$ cat src/rtl/wc_pkg.sv
package wc_pkg;
  localparam logic [2:0] SEL_CTRL = 3'd0;
  localparam logic [2:0] SEL_F0   = 3'd1;
  localparam logic [2:0] SEL_F1   = 3'd2;
  localparam logic [2:0] SEL_P0   = 3'd3;
  localparam logic [2:0] SEL_P1   = 3'd4;

  typedef struct packed {
    logic psel;
    logic fsel;
    logic hi_half;
    logic wide;
    logic tri_mode;
    logic sq_full;
    logic sq_en;
    logic dac_off;
    logic clk_off;
    logic halt;
  } ctrl_t;

  function automatic ctrl_t ctrl_decode(input logic [15:0] d);
    ctrl_t c;
    c.halt     = d[0];
    c.clk_off  = d[1];
    c.dac_off  = d[2];
    c.sq_en    = d[3];
    c.sq_full  = d[4];
    c.tri_mode = d[5];
    c.wide     = d[6];
    c.hi_half  = d[7];
    c.fsel     = d[8];
    c.psel     = d[9];
    return c;
  endfunction
endpackage

$ cat src/rtl/wc_regs.sv
module wc_regs
  import wc_pkg::*;
#(
  parameter int ACC_W = 28,
  parameter int PH_W  = 12,
  parameter int DW    = 16
) (
  input  logic             clk,
  input  logic             rst_n,
  input  logic             wr_en,
  input  logic [2:0]       wr_sel,
  input  logic [DW-1:0]    wr_data,
  output ctrl_t            ctrl,
  output logic [ACC_W-1:0] freq,
  output logic [PH_W-1:0]  phase
);
  localparam int HALF = ACC_W / 2;

  ctrl_t            ctrl_q, ctrl_d;
  logic [ACC_W-1:0] f0_q, f0_d, f1_q, f1_d;
  logic [PH_W-1:0]  p0_q, p0_d, p1_q, p1_d;
  logic             upper_q, upper_d;
  logic             hi_sel;

  function automatic logic [ACC_W-1:0] put_half(input logic [ACC_W-1:0] old,
                                                 input logic hi,
                                                 input logic [HALF-1:0] v);
    logic [ACC_W-1:0] r;
    r = old;
    if (hi) r[ACC_W-1:HALF] = v;
    else    r[HALF-1:0]     = v;
    return r;
  endfunction

  assign hi_sel = ctrl_q.wide ? upper_q : ctrl_q.hi_half;

  always_comb begin
    ctrl_d  = ctrl_q;
    f0_d    = f0_q;
    f1_d    = f1_q;
    p0_d    = p0_q;
    p1_d    = p1_q;
    upper_d = upper_q;
    if (wr_en) begin
      case (wr_sel)
        SEL_CTRL: begin
          ctrl_d  = ctrl_decode(wr_data[15:0]);
          upper_d = 1'b0;
        end
        SEL_F0: begin
          f0_d = put_half(f0_q, hi_sel, wr_data[HALF-1:0]);
          if (ctrl_q.wide) upper_d = ~upper_q;
        end
        SEL_F1: begin
          f1_d = put_half(f1_q, hi_sel, wr_data[HALF-1:0]);
          if (ctrl_q.wide) upper_d = ~upper_q;
        end
        SEL_P0: p0_d = wr_data[PH_W-1:0];
        SEL_P1: p1_d = wr_data[PH_W-1:0];
        default: ;
      endcase
    end
  end

  always_ff @(posedge clk or negedge rst_n) begin
    if (!rst_n) begin
      ctrl_q  <= ctrl_decode(16'h0001);
      f0_q    <= '0;
      f1_q    <= '0;
      p0_q    <= '0;
      p1_q    <= '0;
      upper_q <= 1'b0;
    end else begin
      ctrl_q  <= ctrl_d;
      f0_q    <= f0_d;
      f1_q    <= f1_d;
      p0_q    <= p0_d;
      p1_q    <= p1_d;
      upper_q <= upper_d;
    end
  end

  assign ctrl  = ctrl_q;
  assign freq  = ctrl_q.fsel ? f1_q : f0_q;
  assign phase = ctrl_q.psel ? p1_q : p0_q;

  // only a write aimed at a frequency word may change it
  p_keep_f0_r3: assert property (@(posedge clk) disable iff (!rst_n)
    !(wr_en && wr_sel == SEL_F0) |=> $stable(f0_q));
  p_keep_p0_r3: assert property (@(posedge clk) disable iff (!rst_n)
    !(wr_en && wr_sel == SEL_P0) |=> $stable(p0_q));
  // a narrow low-half write keeps the high half
  p_half_r7: assert property (@(posedge clk) disable iff (!rst_n)
    (wr_en && wr_sel == SEL_F0 && !ctrl_q.wide && !ctrl_q.hi_half)
      |=> f0_q[ACC_W-1:HALF] == $past(f0_q[ACC_W-1:HALF]));
endmodule

$ cat src/rtl/wc_accum.sv
module wc_accum #(
  parameter int ACC_W = 28,
  parameter int PH_W  = 12
) (
  input  logic             clk,
  input  logic             rst_n,
  input  logic             halt,
  input  logic             clk_off,
  input  logic [ACC_W-1:0] freq,
  input  logic [PH_W-1:0]  phase,
  output logic [PH_W-1:0]  ph_sum
);
  logic [ACC_W-1:0] acc_q, acc_d;

  always_comb begin
    if (halt)         acc_d = '0;
    else if (clk_off) acc_d = acc_q;
    else              acc_d = acc_q + freq;
  end

  always_ff @(posedge clk or negedge rst_n) begin
    if (!rst_n) acc_q <= '0;
    else        acc_q <= acc_d;
  end

  assign ph_sum = acc_q[ACC_W-1 -: PH_W] + phase;

  // halt pins the accumulator at zero
  p_halt_zero_r2: assert property (@(posedge clk) disable iff (!rst_n)
    halt |=> acc_q == '0);
  // one frequency step per running cycle
  p_step_r1: assert property (@(posedge clk) disable iff (!rst_n)
    (!halt && !clk_off) |=> acc_q == $past(acc_q) + $past(freq));
  // frozen accumulator holds still
  p_freeze_r10: assert property (@(posedge clk) disable iff (!rst_n)
    (!halt && clk_off) |=> $stable(acc_q));
endmodule

$ cat src/rtl/wc_shaper.sv
module wc_shaper
  import wc_pkg::*;
#(
  parameter int PH_W  = 12,
  parameter int OUT_W = 10
) (
  input  logic             clk,
  input  logic             rst_n,
  input  ctrl_t            ctrl,
  input  logic [PH_W-1:0]  ph_sum,
  output logic [OUT_W-1:0] wave_s,
  output logic             sq_s
);
  localparam logic [OUT_W-1:0] MID = OUT_W'(1) << (OUT_W - 1);

  logic             msb_q, msb_d, div_q, div_d;
  logic [OUT_W:0]   tri_src;
  logic [OUT_W-1:0] tri_code, raw_code;

  always_comb begin
    msb_d = ph_sum[PH_W-1];
    if (ctrl.halt)                     div_d = 1'b0;
    else if (ph_sum[PH_W-1] && !msb_q) div_d = ~div_q;
    else                               div_d = div_q;
  end

  always_ff @(posedge clk or negedge rst_n) begin
    if (!rst_n) begin
      msb_q <= 1'b0;
      div_q <= 1'b0;
    end else begin
      msb_q <= msb_d;
      div_q <= div_d;
    end
  end

  assign tri_src  = ph_sum[PH_W-1 -: OUT_W+1];
  assign tri_code = tri_src[OUT_W] ? ~tri_src[OUT_W-1:0] : tri_src[OUT_W-1:0];
  assign raw_code = ph_sum[PH_W-1 -: OUT_W];

  always_comb begin
    if (ctrl.halt || ctrl.dac_off) wave_s = MID;
    else if (ctrl.tri_mode)        wave_s = tri_code;
    else                           wave_s = raw_code;
    sq_s = ctrl.sq_en && !ctrl.tri_mode && !ctrl.halt &&
           (ctrl.sq_full ? ph_sum[PH_W-1] : div_q);
  end

  // the halved square only changes on an MSB rise or when cleared
  p_div_r8: assert property (@(posedge clk) disable iff (!rst_n)
    !$stable(div_q) |-> ($rose(msb_q) || !div_q));
endmodule

$ cat src/rtl/wc_delay.sv
module wc_delay #(
  parameter int             W     = 11,
  parameter int             DEPTH = 7,
  parameter logic [W-1:0]   RST   = '0
) (
  input  logic         clk,
  input  logic         rst_n,
  input  logic [W-1:0] din,
  output logic [W-1:0] dout
);
  logic [W-1:0] stg_q [DEPTH];

  for (genvar i = 0; i < DEPTH; i++) begin : g_stage
    logic [W-1:0] nxt;
    if (i == 0) begin : g_first
      assign nxt = din;
    end else begin : g_rest
      assign nxt = stg_q[i-1];
    end
    always_ff @(posedge clk or negedge rst_n) begin
      if (!rst_n) stg_q[i] <= RST;
      else        stg_q[i] <= nxt;
    end
  end

  assign dout = stg_q[DEPTH-1];
endmodule

$ cat src/rtl/wavecore_top.sv
module wavecore_top
  import wc_pkg::*;
#(
  parameter int ACC_W = 28,
  parameter int PH_W  = 12,
  parameter int OUT_W = 10,
  parameter int DW    = 16,
  parameter int LAT   = 7
) (
  input  logic             clk,
  input  logic             rst_n,
  input  logic             wr_en,
  input  logic [2:0]       wr_sel,
  input  logic [DW-1:0]    wr_data,
  output logic [OUT_W-1:0] wave,
  output logic             sq_out
);
  localparam logic [OUT_W-1:0] MID = OUT_W'(1) << (OUT_W - 1);

  ctrl_t            ctrl;
  logic [ACC_W-1:0] freq;
  logic [PH_W-1:0]  phase, ph_sum;
  logic [OUT_W-1:0] wave_s;
  logic             sq_s;

  wc_regs #(.ACC_W(ACC_W), .PH_W(PH_W), .DW(DW)) u_regs (
    .clk(clk), .rst_n(rst_n), .wr_en(wr_en), .wr_sel(wr_sel),
    .wr_data(wr_data), .ctrl(ctrl), .freq(freq), .phase(phase));

  wc_accum #(.ACC_W(ACC_W), .PH_W(PH_W)) u_acc (
    .clk(clk), .rst_n(rst_n), .halt(ctrl.halt), .clk_off(ctrl.clk_off),
    .freq(freq), .phase(phase), .ph_sum(ph_sum));

  wc_shaper #(.PH_W(PH_W), .OUT_W(OUT_W)) u_shape (
    .clk(clk), .rst_n(rst_n), .ctrl(ctrl), .ph_sum(ph_sum),
    .wave_s(wave_s), .sq_s(sq_s));

  wc_delay #(.W(OUT_W+1), .DEPTH(LAT), .RST({1'b0, MID})) u_pipe (
    .clk(clk), .rst_n(rst_n), .din({sq_s, wave_s}), .dout({sq_out, wave}));

  // while halted the pre-pipeline outputs sit at midscale and low
  p_halt_mid_r2: assert property (@(posedge clk) disable iff (!rst_n)
    ctrl.halt |-> (wave_s == MID && !sq_s));
  // triangle plus square never drives the square high
  p_tri_sq_r9: assert property (@(posedge clk) disable iff (!rst_n)
    (ctrl.tri_mode && ctrl.sq_en) |-> !sq_s);
endmodule

$ cat config.mk
export PLATFORM = sky130hd
export DESIGN_NAME = wavecore_top
export DESIGN_NICKNAME = d
export VERILOG_FILES = /design/src/rtl/wc_pkg.sv /design/src/rtl/wc_regs.sv /design/src/rtl/wc_accum.sv /design/src/rtl/wc_shaper.sv /design/src/rtl/wc_delay.sv /design/src/rtl/wavecore_top.sv
export SDC_FILE = /design/constraint.sdc
export NUM_CORES = 1
export LEC_CHECK = 0
export ABC_AREA = 1
export CORE_ASPECT_RATIO = 0.9
export CORE_UTILIZATION = 45
export CTS_CLUSTER_DIAMETER = 60
export CTS_CLUSTER_SIZE = 25
export DETAILED_ROUTE_END_ITERATION = 16
export GPL_TIMING_DRIVEN = 0
export PLACE_DENSITY = 0.62
export SLEW_MARGIN = 20
export SYNTH_ARGS = -nofsm -noshare
export SYNTH_HDL_FRONTEND = slang
export SYNTH_HIERARCHICAL = 1
export SYNTH_SLANG_ARGS = --single-unit
$ cat constraint.sdc
create_clock -name clk -period 3.5 [get_ports clk]
set_input_delay 0.7 -clock clk [delete_from_list [all_inputs] [get_ports clk]]
set_output_delay 0.7 -clock clk [all_outputs]
set_load 0.01 [all_outputs]
* Yosys cells after proc, flatten, opt, wreduce, memory -nomap -nowiden
Index checks and enable logic that the tools add are counted.
Widths: inputs -> output; s select.
** Storage, ports and cells
- Memories kept :: 0
- Bits in writable memories :: 0
- Flip-flop bits (word level) :: 198
- Output and inout bits :: 11
- Input port bits :: 22
- Logic and storage cells :: 72
- Memory bits (read-only) :: 0
- Latch bits :: 0
** Cells by class
- $add $sub $neg :: 2
- Eq/ne operators :: 6
- Reductions and logical operators :: 20
- Divide/modulo/power cells :: 0
- Shift-type cells :: 0
- Muxes and demuxes :: 13
- Bitwise operators :: 4
- $lt $le $gt $ge :: 0
- Multipliers :: 0
** Operator list (count)
- $mux 28 :: 3
- $mux 10 :: 3
- $add 28x28->28 :: 1
- $reduce_and 3->1 :: 5
- $add 12x12->12 :: 1
- $mux 12 :: 1
- $not 10->10 :: 1
- $eq 3x2->1 const B :: 2
- $reduce_and 2->1 :: 3
- $mux 1 :: 5
- $logic_and 1x1->1 :: 4
- $reduce_bool 2->1 :: 2
- $eq 3x1->1 const B :: 1
- $eq 3x3->1 const B :: 1
- $logic_not 1->1 :: 3
- $logic_not 3->1 :: 1
- $not 1->1 :: 3
- $ne 2x1->1 const B :: 1
- $ne 2x2->1 const B :: 1
- $pmux 1 s2 :: 1
- $reduce_or 2->1 :: 1
- $logic_or 1x1->1 :: 1

* Longest topological paths before layout
Gate-level depths: netlist of run 1.
- Depth in word-level cells :: 6
- Depth in mapped cells :: 16
- Mapped depth without buffers :: 14

* Cells and area by module
Netlist of run 1, hierarchy kept.
** By module, submodules not included
- wc_regs :: instances 1, cells an instance 375, area each 4023.9 um^2, seq. area each 2278.4 um^2
- wc_accum :: instances 1, cells an instance 593, area each 3543.4 um^2, seq. area each 700.7 um^2
- wc_delay :: instances 1, cells an instance 77, area each 1935.6 um^2, seq. area each 1935.6 um^2
- wc_shaper :: instances 1, cells an instance 96, area each 456.7 um^2, seq. area each 50.0 um^2

* Least setup slack after synthesis of run 1
OpenSTA, ideal clock, no wires.
- Path kind :: register to register
- Start point :: register u_regs.ctrl_q, in the netlist u_regs/ctrl[9]
- End point :: register u_pipe.stg_q, in the netlist u_pipe/g_stage[1].nxt[8]
- Cell stages (with the launch flop) :: 17
- Arrival :: 2.585 ns
- Setup slack :: 0.802 ns
- Setup time :: 0.113 ns
- Buffers on the path :: 2
- Clock period less this slack :: 2.698 ns
- Data required time :: 3.387 ns
- Path through :: dfrtp_1 -> buf_2 -> mux2_2 -> ha_1 -> a21oi_1 -> nand2_1 -> a21oi_1 -> inv_1 -> nand2_1 -> nand2_1 -> xor2_1 -> inv_2 -> buf_6 -> nand2_1 -> nand3_1 -> nand2_1 -> inv_1
** Between the ends
- Elaborated cells on any way between the ends :: 6
- Those cells by class :: add/sub: 1; mux: 4; bitwise: 1
** RTL lines
- start, declared :: line wc_regs.sv:19 : ctrl_t ctrl_q, ctrl_d;
- start signal, assigned :: line wc_regs.sv:67 : ctrl_q <= ctrl_decode(16'h0001);
- start signal, assigned :: line wc_regs.sv:74 : ctrl_q <= ctrl_d;
- $mux 12 :: line wc_regs.sv:85 : assign phase = ctrl_q.psel ? p1_q : p0_q;
- named net phase[2] :: line wavecore_top.sv:22 : logic [PH_W-1:0] phase, ph_sum;
- $add 12x12->12 :: line wc_accum.sv:26 : assign ph_sum = acc_q[ACC_W-1 -: PH_W] + phase;
- named net ph_sum[11] :: line wavecore_top.sv:22
- $mux 10 :: line wc_shaper.sv:38 : assign tri_code = tri_src[OUT_W] ? ~tri_src[OUT_W-1:0] : tri_src[OUT_W-1:0];
- $mux 10 :: line wc_shaper.sv:43 : else if (ctrl.tri_mode) wave_s = tri_code;
- $mux 10 :: line wc_shaper.sv:42 : if (ctrl.halt || ctrl.dac_off) wave_s = MID;
- named net wave_s[8] :: line wavecore_top.sv:23 : logic [OUT_W-1:0] wave_s;
- end signal, assigned by index :: line wc_delay.sv:22 : else stg_q[i] <= nxt;
- end, declared :: line wc_delay.sv:11 : logic [W-1:0] stg_q [DEPTH];
The timed path passes the listed nets, and every way through them passes these cells.
A chain may end at the register's enable or synchronous reset.

* Final worst setup path of run 1
- Start point :: register u_regs.ctrl_q, in the netlist u_regs/ctrl[9]
- End point :: register u_pipe.stg_q, in the netlist u_pipe/g_stage[1].nxt[10]
** Between the ends
- Word-level cells in the longest chain between the ends :: 4
** Ends and longest elaborated chain
- $mux 12 :: line wc_regs.sv:85
- named net phase[2] :: line wavecore_top.sv:22
- $add 12x12->12 :: line wc_accum.sv:26
- named net ph_sum[11] :: line wavecore_top.sv:22
- $mux 1 :: line wc_shaper.sv:46 : (ctrl.sq_full ? ph_sum[PH_W-1] : div_q);
- $logic_and 1x1->1 :: line wc_shaper.sv:45 : sq_s = ctrl.sq_en && !ctrl.tri_mode && !ctrl.halt &&
- named net sq_s :: line wavecore_top.sv:24 : logic sq_s;
The timed path passes the listed nets, and every way through them passes these cells.

==> reports/summary.log, run 1 <==
qor: outcome.outcome finished, final reports clean
qor: critical_path.path_max_fanout 10
qor: final_layout.layout.filler_cells 2045
qor: final_layout.synth_to_final_area_change 13.2%
qor: yosys.ys_top_cells_by_area dfrtp_1 48%, nand2_1 14%, inv_1 4.8%
qor: yosys.post_synth_edffs 0
qor: sta.finalClockSkew 0.00909 ns
qor: sta.report.final.hold_viol_count 0
qor: sta.worst_slew_pin_slew 0.715 ns
qor: sta.fin_crit 3.25 ns
qor: critical_path.critical_path.startpoint_type register
qor: critical_path.critical_path.top_delay_family buffers and inverters
qor: clock_network.cts_root_buffer clkbuf_16
qor: run.maxCapViolations 0
qor: final_layout.post_route_cells_drive_above_1_share 15.4%
qor: critical_path.slowest_delay 0.41 ns
qor: clock_network.cts.htree.levels 4
qor: placement.numPortBuffers 29
qor: drt.drt_first_pass_iters 6
qor: pwr.power.ir.vdd_worst 0.338 mV
qor: global_routing.grt_pass1_wl 37100 µm
qor: pwr.leakagePower 0.00591 µW
qor: final_layout.finalInstanceArea 11300 µm²
qor: critical_path.arrival_time_of_the_worst_setup_path 3.58 ns
qor: global_routing.antenna_found_initial 0
qor: clock_network.tritoncts_clock_tree yes
qor: yosys.async_flop_share 100%
qor: yosys.postSynthNetCount 1203
qor: sta.finalSetupViolCount 0
qor: yosys.synthFlopType dfrtp_1
qor: critical_path.crit_path_cell_trace buf_2 > mux2_2 > ha_1 > a21oi_1 > nand2_1 > a21oi_1 > inv_1 > nand2_1 > nand2_1 > xor2_2 > inv_2 > buf_6 > nand2_2 > o21ai_2 > nor2_1
qor: die.design.core.area 21700 µm²
qor: die.num_rows 51
qor: sta.maxSlewHeadroom 52.3%
qor: yosys.synth_area 9960 µm²
qor: die.die-area 22700 µm²
qor: drt.dr_total_vias 7377
qor: drt.routed_wire_length_per_instance 15.3 µm
qor: placement.hpwl 16400 µm
qor: yosys.ys_ff_latch 198
qor: clock_network.insertion_delay 0.43 ns
qor: drt.wirelength 22800 µm
qor: die.design.portCount 33
qor: placement.post_placement_cell_area 10700 µm²
qor: yosys.netlist.top_cell.by_area dfrtp_1
qor: clock_network.maximum_buffer_depth_of_the_clock_tree 2
qor: global_routing.via_count_of_the_first_global_routing_pass 6926
qor: global_routing.grt_max_degree 93
qor: sta.post-route-period-util 92.9%
qor: global_routing.grt_util_all_layers 21.3%
qor: critical_path.critical-path-slowest-cell dfrtp_1
qor: sta.fmaxAchievable 308 MHz
qor: yosys.post-synth-top-area-fraction 47.7%
qor: yosys.yosysSeqAreaShare 49.8%
qor: die.die_width 159 µm
qor: yosys.yosys_warning_total 6
qor: clock_network.cts_hold_repair.buffers 0
qor: yosys.syn-mean-instance-area 8.73 µm²
qor: yosys.netlist-cell-type-count 41
qor: final_layout.antenna-diode-count 0
qor: drt.count_of_unresolved_drc_violations_after_routing 0
qor: sta.fin_hold_ws 0.0871 ns
qor: final_layout.count_of_nets_after_finishing 1253
qor: global_routing.grt-ovfl-total 0
qor: placement.gp_routability_congestion 0.879
qor: clock_network.setup_buffers_after_cts 0
qor: yosys.postSynthCellCount 1141
qor: critical_path.worst_ep_required_time 3.83 ns
qor: critical_path.worstSetupEndpointType register
qor: critical_path.crit_top_cell nand2_1
qor: critical_path.timing.critical_path.buf_inv 4
qor: die.initial_cell_density_of_the_core 45.9%
qor: clock_network.cts-buffers-inserted 17
qor: clock_network.clk_pin_slew 0.08 ns
qor: drt.route.antenna.remaining_nets 0
qor: clock_network.clkSinkCount 198
qor: drt.detailedRoute.firstIterationViolations 617
qor: critical_path.critical_path_class reg2reg
qor: worst_hold_path.worstHoldPathType in2async
qor: die.dieHeight 143 µm
qor: pwr.pwr_density_cell 792 nW/µm²
qor: drt.drt-vias-per-instance 4.93
qor: sta.rsz_0062_raised_after_global_routing false
qor: sta.maxSlewViolCount 0
[cell type report]
type | count | area [µm²] | area share, %
clock buffers | 18 | 439 | 3.89
inverters | 135 | 507 | 4.49
clock inverters | 14 | 158 | 1.40
flip-flops and latches | 198 | 4960 | 44.0
plain buffers | 27 | 208 | 1.84
multi-input cells | 781 | 4290 | 38.0
well taps | 291 | 364 | 3.23
repair buffers | 31 | 350 | 3.11
[through the flow]
| stage | power (µW) | std cells | worst slack [ns] | utilization [%] | TNS [ns] |
|---|---|---|---|---|---|
| global placement | 6870 | 1461 | -6.57 | 48.9 | -1278.22 |
| finish | 8940 | 1495 | 0.249 | 52.0 | 0 |
| detailed placement | 6950 | 1463 | 0.145 | 49.2 | 0 |
| global route | 9630 | 1495 | 0.000941 | 52.0 | 0 |
| floorplan | 5970 | 1141 | 0.802 | - | 0 |
| CTS | 8970 | 1495 | 0.116 | 51.9 | 0 |
[report_power, final]
group	total, µW	switching (µW)	internal [µW]
clock network	1980	947	1040
registers	3390	343	3050
logic	3570	2200	1370
[cells in the mapped netlist, types with 2 or more instances]
master and number:
nand4_1 7, mux2_2 40, o21ai_0 39, ha_1 38, o21ai_2 33, nor2_1 67
fa_1 2, buf_4 2, inv_1 128, or2_2 2, a22o_1 2, nand3_4 2
a21oi_1 31, o21ai_1 40, nand2_2 13, nand2_1 369, nor2_2 10, dfrtp_1 190
a21o_1 3, nand3_2 4, nand3_1 49, dfstp_2 8, xor2_1 9, clkbuf_1 3
xnor2_1 4, nand2_4 3, buf_2 11, buf_6 10, and2_1 4, inv_2 7
[placed cells by master (no fill, tap or decap), types with 8 or more instances in the layout]
| cell | instances |
|---|---|
| dfrtp_1 | 190 |
| buf_2 | 11 |
| clkbuf_16 | 17 |
| nor2_1 | 67 |
| nand2_1 | 369 |
| inv_1 | 128 |
| dfstp_2 | 8 |
| a21oi_1 | 31 |
| o21ai_1 | 40 |
| nor2_2 | 10 |
| o21ai_0 | 39 |
| nand3_1 | 49 |
| ha_1 | 38 |
| buf_6 | 10 |
| o21ai_2 | 33 |
| mux2_2 | 40 |
| clkdlybuf4s50_1 | 28 |
| nand2_2 | 13 |
| xor2_1 | 8 |
[timing repair]
action                                  in CTS  in global routing
gates resized for setup                      0                  1
endpoints found under the setup margin       0                 10
endpoints found under the hold margin        0                  0
[kinds of logic (layout without fill, tap and decap cells)]
| logic type | after synthesis | count (layout) | synth area share (%) |
|---|---|---|---|
| xor+xnor | 13 | 13 | 1.14 |
| mux | 40 | 40 | 4.52 |
| flops | 198 | 198 | 49.8 |
| compound gates | 154 | 154 | 9.41 |
| buf+inv | 162 | 225 | 7.17 |
| simple gates | 534 | 534 | 22.7 |
| fa+ha+maj | 40 | 40 | 5.18 |
[sequential cells by signal, indices dropped and copies added (netlist names)]
signal	flops
u_acc/acc_q	28
u_pipe/dout	11
u_pipe/g_stage.nxt	66
u_regs/ctrl	10
u_regs/f0_q	28
u_regs/f1_q	28
u_regs/p0_q	12
u_regs/p1_q	12
u_regs/upper_q	1
u_shape/div_q	1
u_shape/msb_q	1
[metal layers]
metal / GRT usage [%] / vias to the layer above / part of all wire, %
met4: 5.62 / 0 / 1.2
met3: 3.31 / 23 / 4.2
met2: 33.4 / 157 / 44
met1: 30.8 / 3466 / 50
met5: 0 / - / 0
li1: - / 3731 / -
[path summary, 6_finish.rpt]
check                                                    from                                   to  slack [ns]  cells after the start
setup / recovery                   u_regs/ctrl[9]$_DFFE_PN0P_  u_pipe/g_stage[1].nxt[10]$_DFF_PN0_        0.25                     15
hold / removal                                          rst_n           u_acc/acc_q[6]$_DFFE_PN0P_        0.09                      1
setup reg to reg                   u_regs/ctrl[9]$_DFFE_PN0P_  u_pipe/g_stage[1].nxt[10]$_DFF_PN0_        0.25                     15
hold reg to reg            u_pipe/g_stage[2].nxt[4]$_DFF_PN0_   u_pipe/g_stage[3].nxt[4]$_DFF_PN0_        0.34                      0
max in group asynchronous                               rst_n           u_regs/ctrl[0]$_DFFE_PN1P_        2.68                      2
min in group clk           u_pipe/g_stage[2].nxt[4]$_DFF_PN0_   u_pipe/g_stage[3].nxt[4]$_DFF_PN0_        0.34                      0
(Power assumes the default switching activity.)
==> inputs of run 2 (changes only) <==
Settings changed: SYNTH_HIERARCHICAL 1 to unset.
==> reports/summary.log, run 2 <==
qor: critical_path.critical_path_class reg2reg [unchanged]
qor: clock_network.cts_root_buffer clkbuf_16 [unchanged]
qor: yosys.ys_top_cells_by_area dfrtp_1 50%, nand2_1 15%, o21ai_0 6.5% [was dfrtp_1 48%, nand2_1 14%, inv_1 4.8%]
qor: yosys.synthFlopType dfrtp_1 [unchanged]
qor: final_layout.synth_to_final_area_change 13.5% [was 13.2%]
qor: drt.count_of_unresolved_drc_violations_after_routing 0 [unchanged]
qor: final_layout.layout.filler_cells 1989 [was 2045]
qor: clock_network.post_cts_resized 0 [unchanged]
qor: global_routing.grt-ovfl-total 0 [unchanged]
qor: clock_network.maximum_buffer_depth_of_the_clock_tree 2 [unchanged]
qor: die.design.core.area 20800 µm² [was 21700 µm²]
qor: drt.drt_first_pass_iters 4 [was 6]
qor: clock_network.clkSinkCount 198 [unchanged]
qor: die.num_rows 50 [was 51]
qor: yosys.syn-mean-instance-area 8.34 µm² [was 8.73 µm²]
qor: global_routing.grt_util_all_layers 21.7% [was 21.3%]
qor: final_layout.post_route_cells_drive_above_1_share 7.28% [was 15.4%]
qor: drt.routed_wire_length_per_instance 14.8 µm [was 15.3 µm]
qor: die.design.portCount 33 [unchanged]
qor: placement.numPortBuffers 30 [was 29]
qor: yosys.async_flop_share 100% [unchanged]
qor: yosys.synth.most_common_cell nand2_1 [unchanged]
qor: final_layout.final-instance-count-excl-fill 1494 [was 1495]
qor: yosys.postSynthNetCount 1207 [was 1203]
qor: placement.gp_routability_congestion 0.916 [was 0.879]
qor: pwr.power.ir.vdd_worst 0.354 mV [was 0.338 mV]
qor: sta.fin_hold_ws 0.185 ns [was 0.0871 ns]
qor: critical_path.regToRegEndpoint u_acc.acc_q[27]$_DFFE_PN0P_ [was u_pipe/g_stage[1].nxt[10]$_DFF_PN0_]
qor: clock_network.cts_hold_repair.buffers 0 [unchanged]
qor: yosys.netlist-cell-type-count 29 [was 41]
qor: sta.maxSlewHeadroom 48.0% [was 52.3%]
qor: yosys.synth_area 9560 µm² [was 9960 µm²]
qor: critical_path.worstSetupEndpointType register [unchanged]
qor: final_layout.count_of_nets_after_finishing 1258 [was 1253]
qor: drt.route.antenna.remaining_nets 0 [unchanged]
qor: die.initial_cell_density_of_the_core 45.9% [about the same]
qor: sta.worst_slew_pin_slew 0.778 ns [was 0.715 ns]
qor: critical_path.worst-r2r-cell-count 12 [was 15]
qor: clock_network.insertion_delay 0.44 ns [was 0.43 ns]
qor: critical_path.critical_path.startpoint_type register [unchanged]
qor: final_layout.final_cell_mix 384 x nand2_1, 190 x dfrtp_1, 136 x inv_1 [was 369 x nand2_1, 190 x dfrtp_1, 128 x inv_1]
qor: final_layout.largest_register_ffs 66 [unchanged]
qor: die.dieHeight 140 µm [was 143 µm]
qor: placement.hpwl 16500 µm [was 16400 µm]
qor: clock_network.tritoncts_clock_tree yes [unchanged]
qor: sta.finalSetupViolCount 0 [unchanged]
qor: yosys.postSynthCellCount 1146 [was 1141]
qor: drt.dr_total_vias 7551 [was 7377]
qor: die.die_width 156 µm [was 159 µm]
qor: final_layout.final_common_cell nand2_1 [unchanged]
qor: placement.place_inst 1464 [was 1463]
qor: global_routing.via_count_of_the_first_global_routing_pass 7008 [was 6926]
qor: global_routing.antenna_found_initial 0 [unchanged]
qor: sta.post-route-period-util 84.0% [was 92.9%]
qor: sta.maxSlewViolCount 0 [unchanged]
qor: run.maxCapViolations 0 [unchanged]
qor: yosys.post-synth-top-area-fraction 49.7% [was 47.7%]
qor: yosys.ys_ff_latch 198 [unchanged]
qor: critical_path.worst_ep_required_time 3.82 ns [was 3.83 ns]
qor: clock_network.setup_buffers_after_cts 0 [unchanged]
qor: sta.report.final.hold_viol_count 0 [unchanged]
qor: global_routing.grt_max_degree 70 [was 93]
qor: pwr.leakagePower 0.00574 µW [was 0.00591 µW]
qor: worst_hold_path.worstHoldPathType in2async [unchanged]
qor: clock_network.cts-buffers-inserted 17 [unchanged]
qor: yosys.netlist.top_cell.by_area dfrtp_1 [unchanged]
qor: yosys.synth_common_cells 384 x nand2_1, 190 x dfrtp_1, 136 x inv_1 [was 369 x nand2_1, 190 x dfrtp_1, 128 x inv_1]
qor: critical_path.worst-r2r-setup-slack 0.56 ns [was 0.25 ns]
qor: drt.drt-vias-per-instance 5.05 [was 4.93]
qor: yosys.yosysSeqAreaShare 51.9% [was 49.8%]
qor: pwr.pwr_density_cell 809 nW/µm² [was 792 nW/µm²]
qor: clock_network.cts.htree.levels 4 [unchanged]
qor: final_layout.antenna-diode-count 0 [unchanged]
qor: critical_path.path_max_fanout 10 [unchanged]
qor: die.die-area 21800 µm² [was 22700 µm²]
qor: outcome.outcome finished, final reports clean [unchanged]
qor: critical_path.arrival_time_of_the_worst_setup_path 3.27 ns [was 3.58 ns]
qor: global_routing.grt_pass1_wl 36300 µm [was 37100 µm]
qor: sta.finalClockSkew 0.0135 ns [was 0.00909 ns]
qor: drt.wirelength 22200 µm [was 22800 µm]
qor: yosys.post_synth_edffs 0 [unchanged]
qor: yosys.yosys_warning_total 0 [was 6]
qor: clock_network.clk_pin_slew 0.08 ns [about the same]
qor: critical_path.reg2reg_from u_regs.ctrl[8]$_DFFE_PN0P_ [was u_regs/ctrl[9]$_DFFE_PN0P_]
qor: sta.rsz_0062_raised_after_global_routing false [unchanged]
qor: sta.fin_crit 2.94 ns [was 3.25 ns]
qor: drt.detailedRoute.firstIterationViolations 571 [was 617]
qor: sta.fmaxAchievable 340 MHz [was 308 MHz]
## run 2: cell types whose count changed in the layout (fill, tap and decap cells not counted), moves of 11 or more
cell	change
mux2_2	-12
o21ai_2	-33
nor2_1	-14
a21oi_1	+12
o21ai_1	-40
clkbuf_1	+15
nand2_1	+15
nand3_1	+11
o21ai_0	+86
## run 2: worst max-delay path, stage by stage, from the launching register on
cell and delay [ns]:
dfrtp_1 0.35, buf_2 0.26, buf_2 0.31, mux2_2 0.41, ha_1 0.36, a21oi_1 0.25, inv_1 0.10, nand2_1 0.08
nand3_1 0.10, a21oi_1 0.32, nand3_1 0.12, nand3_1 0.11, nand2_1 0.06
## run 2: cell type report
cell class,instances,area (µm²),share of cell area (%)
buffer,26,115,1.06
clock buffer,18,429,3.96
clock inverter,12,143,1.31
inverter,138,518,4.78
multi-input combinational,784,3960,36.5
sequential,198,4960,45.8
tap,286,358,3.30
timing repair buffer,32,360,3.32
## run 2: how the worst max path moves through the flow
stage                                           from                     endpoint  slack, ns
after floorplan           u_regs.ctrl[8]$_DFFE_PN0P_  u_acc.acc_q[23]$_DFFE_PN0P_       1.10
after global placement                         rst_n   u_regs.p1_q[5]$_DFFE_PN0P_      -6.60
after detailed placement  u_regs.ctrl[8]$_DFFE_PN0P_  u_acc.acc_q[27]$_DFFE_PN0P_       0.60
after CTS                 u_regs.ctrl[8]$_DFFE_PN0P_  u_acc.acc_q[15]$_DFFE_PN0P_       0.57
after global routing      u_regs.ctrl[8]$_DFFE_PN0P_  u_acc.acc_q[15]$_DFFE_PN0P_       0.31
final                     u_regs.ctrl[8]$_DFFE_PN0P_  u_acc.acc_q[27]$_DFFE_PN0P_       0.56
## run 2: report_power, final
part	internal (µW)	switching, µW	total, µW	leakage [µW]
Sequential	3100	364	3460	0.00252
Combinational	1280	2120	3390	0.00294
Clock	1010	914	1920	0.000277
Total	5380	3390	8780	0.00574
## run 2: logic make-up after synthesis
| family | Yosys count | share of synthesized area [%] |
|---|---|---|
| muxes | 28 | 3.30 |
| buffers and inverters | 164 | 6.62 |
| and+or+nand+nor | 530 | 22.4 |
| DFF | 198 | 51.9 |
| AOI/OAI and AO/OA | 180 | 9.81 |
| adders and majority gates | 39 | 5.26 |
| xor gates and xnor gates | 7 | 0.641 |
## run 2: layer usage
metal | routed length (µm) | GRT usage (%) | up-vias
met5 | 0 | 0 | -
met4 | 263 | 5.78 | 0
met3 | 749 | 3.31 | 20
met2 | 9890 | 33.3 | 142
met1 | 11300 | 32.1 | 3609
li1 | - | - | 3780
## run 2: metrics by stage
step / worst slack (ns) / TNS, ns / instance area (µm²) / power (µW) / utilization, %
floorplan: 1.10 / 0 / 9560 / 5870 / -
global placement: -6.60 / -1281.95 / 10200 / 6780 / 49.0
detailed placement: 0.598 / 0 / 10300 / 6870 / 49.3
CTS: 0.568 / 0 / 10800 / 8820 / 52.1
global route: 0.311 / 0 / 10800 / 9480 / 52.1
finish: 0.559 / 0 / 10800 / 8780 / 52.1
==> inputs of run 3 (changes only) <==
Settings changed: PLACE_DENSITY 0.62 to 0.64.
Clock period 3.5 ns to 2.6 ns, I/O delays scaled along.
==> reports/summary.log, run 3 (synthesis results as in run 2) <==
qor: sta.fin_crit 2.48 ns [was 2.94 ns]
qor: final_layout.layout.filler_cells 1877 [was 1989]
qor: critical_path.regToRegEndpoint u_acc.acc_q[18]$_DFFE_PN0P_ [was u_acc.acc_q[27]$_DFFE_PN0P_]
qor: global_routing.grt_pass1_wl 36800 µm [was 36300 µm]
qor: worst_hold_path.timing.hold.worst_path_depth 0
qor: die.design.core.area 20800 µm² [unchanged]
qor: pwr.pwr_density_cell 1110 nW/µm² [was 809 nW/µm²]
qor: run.maxCapViolations 0 [unchanged]
qor: global_routing.grt_max_degree 91 [was 70]
qor: global_routing.grt_util_all_layers 21.9% [was 21.7%]
qor: die.num_rows 50 [unchanged]
qor: critical_path.critical_path.startpoint_type register [unchanged]
qor: sta.report.final.hold_viol_count 0 [unchanged]
qor: drt.routed_wire_length_per_instance 15.2 µm [was 14.8 µm]
qor: clock_network.cts.htree.levels 4 [unchanged]
qor: critical_path.worst-r2r-cell-count 15 [was 12]
qor: drt.dr_total_vias 7720 [was 7551]
qor: final_layout.area_taken_by_multi_input_logic_gates 4370 µm² [was 3960 µm²]
qor: placement.place_inst 1464 [unchanged]
qor: final_layout.count_of_nets_after_finishing 1271 [was 1258]
qor: drt.detailedRoute.firstIterationViolations 530 [was 571]
qor: die.initial_cell_density_of_the_core 45.9% [unchanged]
qor: final_layout.fin_util 54.8% [was 52.1%]
qor: final_layout.largest_register_ffs 66 [unchanged]
qor: critical_path.crit_top_cell nand2_1 [was nand3_1]
qor: clock_network.cts-buffers-inserted 17 [unchanged]
qor: global_routing.antenna_found_initial 0 [unchanged]
qor: die.die-area 21800 µm² [unchanged]
qor: sta.worst_slew_pin_slew 0.742 ns [was 0.778 ns]
qor: outcome.outcome finished, final reports clean [unchanged]
qor: drt.drt-vias-per-instance 5.12 [was 5.05]
qor: placement.numPortBuffers 30 [unchanged]
qor: critical_path.setup.worst_path.start u_regs.ctrl[8]$_DFFE_PN0P_ [unchanged]
qor: clock_network.insertion_delay 0.43 ns [was 0.44 ns]
qor: drt.count_of_unresolved_drc_violations_after_routing 0 [unchanged]
qor: die.die_width 156 µm [unchanged]
qor: critical_path.worst-r2r-setup-slack 0.12 ns [was 0.56 ns]
qor: sta.fmaxAchievable 402 MHz [was 340 MHz]
qor: die.design.portCount 33 [unchanged]
qor: global_routing.grt-ovfl-total 0 [unchanged]
qor: sta.finalClockSkew 0.0106 ns [was 0.0135 ns]
qor: critical_path.reg2reg_from u_regs.ctrl[8]$_DFFE_PN0P_ [unchanged]
qor: critical_path.arrival_time_of_the_worst_setup_path 2.84 ns [was 3.27 ns]
qor: drt.route.antenna.remaining_nets 0 [unchanged]
qor: final_layout.final-instance-count-excl-fill 1508 [was 1494]
qor: critical_path.critical_path.top_delay_family simple AND/OR/NAND/NOR gates [was buffers and inverters]
qor: critical_path.timing.critical_path.buf_inv 1 [was 3]
qor: worst_hold_path.worstHoldPathType reg2reg [was in2async]
qor: critical_path.slowest_delay 0.37 ns [was 0.41 ns]
qor: final_layout.antenna-diode-count 0 [unchanged]
qor: placement.gp_routability_congestion 0.869 [was 0.916]
qor: worst_hold_path.hold_path_startpoint u_pipe.g_stage[6].nxt[4]$_DFF_PN0_
qor: die.dieHeight 140 µm [unchanged]
qor: drt.drt_first_pass_iters 5 [was 4]
qor: pwr.power.ir.vdd_worst 0.496 mV [was 0.354 mV]
qor: sta.post-route-period-util 95.6% [was 84.0%]
qor: sta.maxSlewViolCount 0 [unchanged]
qor: final_layout.post_route_cells_drive_above_1_share 14.0% [was 7.28%]
qor: critical_path.critical-path-slowest-cell dfrtp_1 [was mux2_2]
qor: final_layout.final_common_cell nand2_1 [unchanged]
qor: pwr.leakagePower 0.00585 µW [was 0.00574 µW]
qor: critical_path.crit_path_cell_trace buf_6 > mux2_2 > ha_2 > fa_2 > nand3_1 > nand3_2 > nand2_1 > nand2_2 > nand2_1 > nand2_2 > nand2_1 > nand2_1 > nand2_1 > nand2_1 > o21ai_1 [was buf_2 > buf_2 > mux2_2 > ha_1 > a21oi_1 > inv_1 > nand2_1 > nand3_1 > a21oi_1 > nand3_1 > nand3_1 > nand2_1]
qor: worst_hold_path.worst_hold_path.endpoint u_pipe.dout[4]$_DFF_PN0_
qor: final_layout.regArea 4960 µm² [unchanged]
qor: critical_path.worst_ep_required_time 2.95 ns [was 3.82 ns]
qor: critical_path.path_max_fanout 7 [was 10]
qor: critical_path.critical_path_class reg2reg [unchanged]
qor: final_layout.synth_to_final_area_change 19.5% [was 13.5%]
qor: clock_network.maximum_buffer_depth_of_the_clock_tree 2 [unchanged]
qor: placement.hpwl 16200 µm [was 16500 µm]
qor: sta.maxSlewHeadroom 50.3% [was 48.0%]
qor: sta.finalSetupViolCount 0 [unchanged]
qor: drt.wirelength 23000 µm [was 22200 µm]
qor: critical_path.worstSetupEndpointType register [unchanged]
qor: final_layout.final_cell_mix 370 x nand2_1, 190 x dfrtp_1, 136 x inv_1 [was 384 x nand2_1, 190 x dfrtp_1, 136 x inv_1]
qor: clock_network.clkSinkCount 198 [unchanged]
qor: clock_network.cts_root_buffer clkbuf_16 [unchanged]
qor: clock_network.clk_pin_slew 0.08 ns [about the same]
qor: clock_network.tritoncts_clock_tree yes [unchanged]
qor: global_routing.via_count_of_the_first_global_routing_pass 7133 [was 7008]
qor: sta.rsz_0062_raised_after_global_routing true [was false]
run 3: cell types whose count changed in the layout (fill, tap and decap cells not counted), sizes merged:
cell	delta
buf	+14
clkbuf	-2
clkinv	-1
clkinvlp	+1
dlygate4sd3	+1
inv	+1
run 3: worst max-delay path by stage:
stage	to	depth (start not counted)
6_report	u_acc.acc_q[18]$_DFFE_PN0P_	15
5_1_grt	u_acc.acc_q[15]$_DFFE_PN0P_	13
4_1_cts	u_acc.acc_q[27]$_DFFE_PN0P_	13
3_5_place_dp	u_acc.acc_q[19]$_DFFE_PN0P_	13
3_3_place_gp	u_regs.p1_q[4]$_DFFE_PN0P_	1
2_1_floorplan	u_acc.acc_q[23]$_DFFE_PN0P_	13
run 3: stage by stage:
| stage | area [µm²] | worst slack [ns] | TNS [ns] | total power [µW] | hold slack [ns] |
|---|---|---|---|---|---|
| floorplan | 9560 | 0.198 | 0 | 7900 | 0.224 |
| global placement | 10200 | -7.30 | -1426.11 | 9120 | 0.332 |
| detailed placement | 10300 | -0.288 | -3.82 | 9230 | 0.335 |
| CTS | 11000 | 0.00582 | 0 | 12100 | 0.340 |
| global route | 11400 | -0.0199 | -0.0530 | 13600 | 0.341 |
| finish | 11400 | 0.115 | 0 | 12700 | 0.340 |
run 3: layout make-up:
cell class	count	area share (%)
Buffer	26	1.34
Clock buffer	18	3.76
Clock inverter	13	1.42
Inverter	138	4.53
Multi-Input combinational cell	784	38.3
Sequential cell	198	43.5
Tap cell	286	3.13
Timing Repair Buffer	45	4.10
run 3: where the power goes:
group	switching (µW)	internal, µW
clock network	1280	1370
registers	537	4170
logic	3140	2170
total	4950	7720
run 3: per-layer routing:
metal	GRT usage, %	vias up	wire (µm)
met5	0	-	0
met4	5.26	0	303
met3	3.59	25	1060
met2	33.3	179	10300
met1	32.8	3722	11300
li1	-	3794	-
run 3: timing repair:
item                       4_1_cts  5_1_grt
hold endpoints to repair        30        0
setup endpoints to repair       30       29
gates cloned                     0        2
setup buffers                    3        7
resized for setup               20       86
pin swaps                        0       10
hold buffers                     1        0
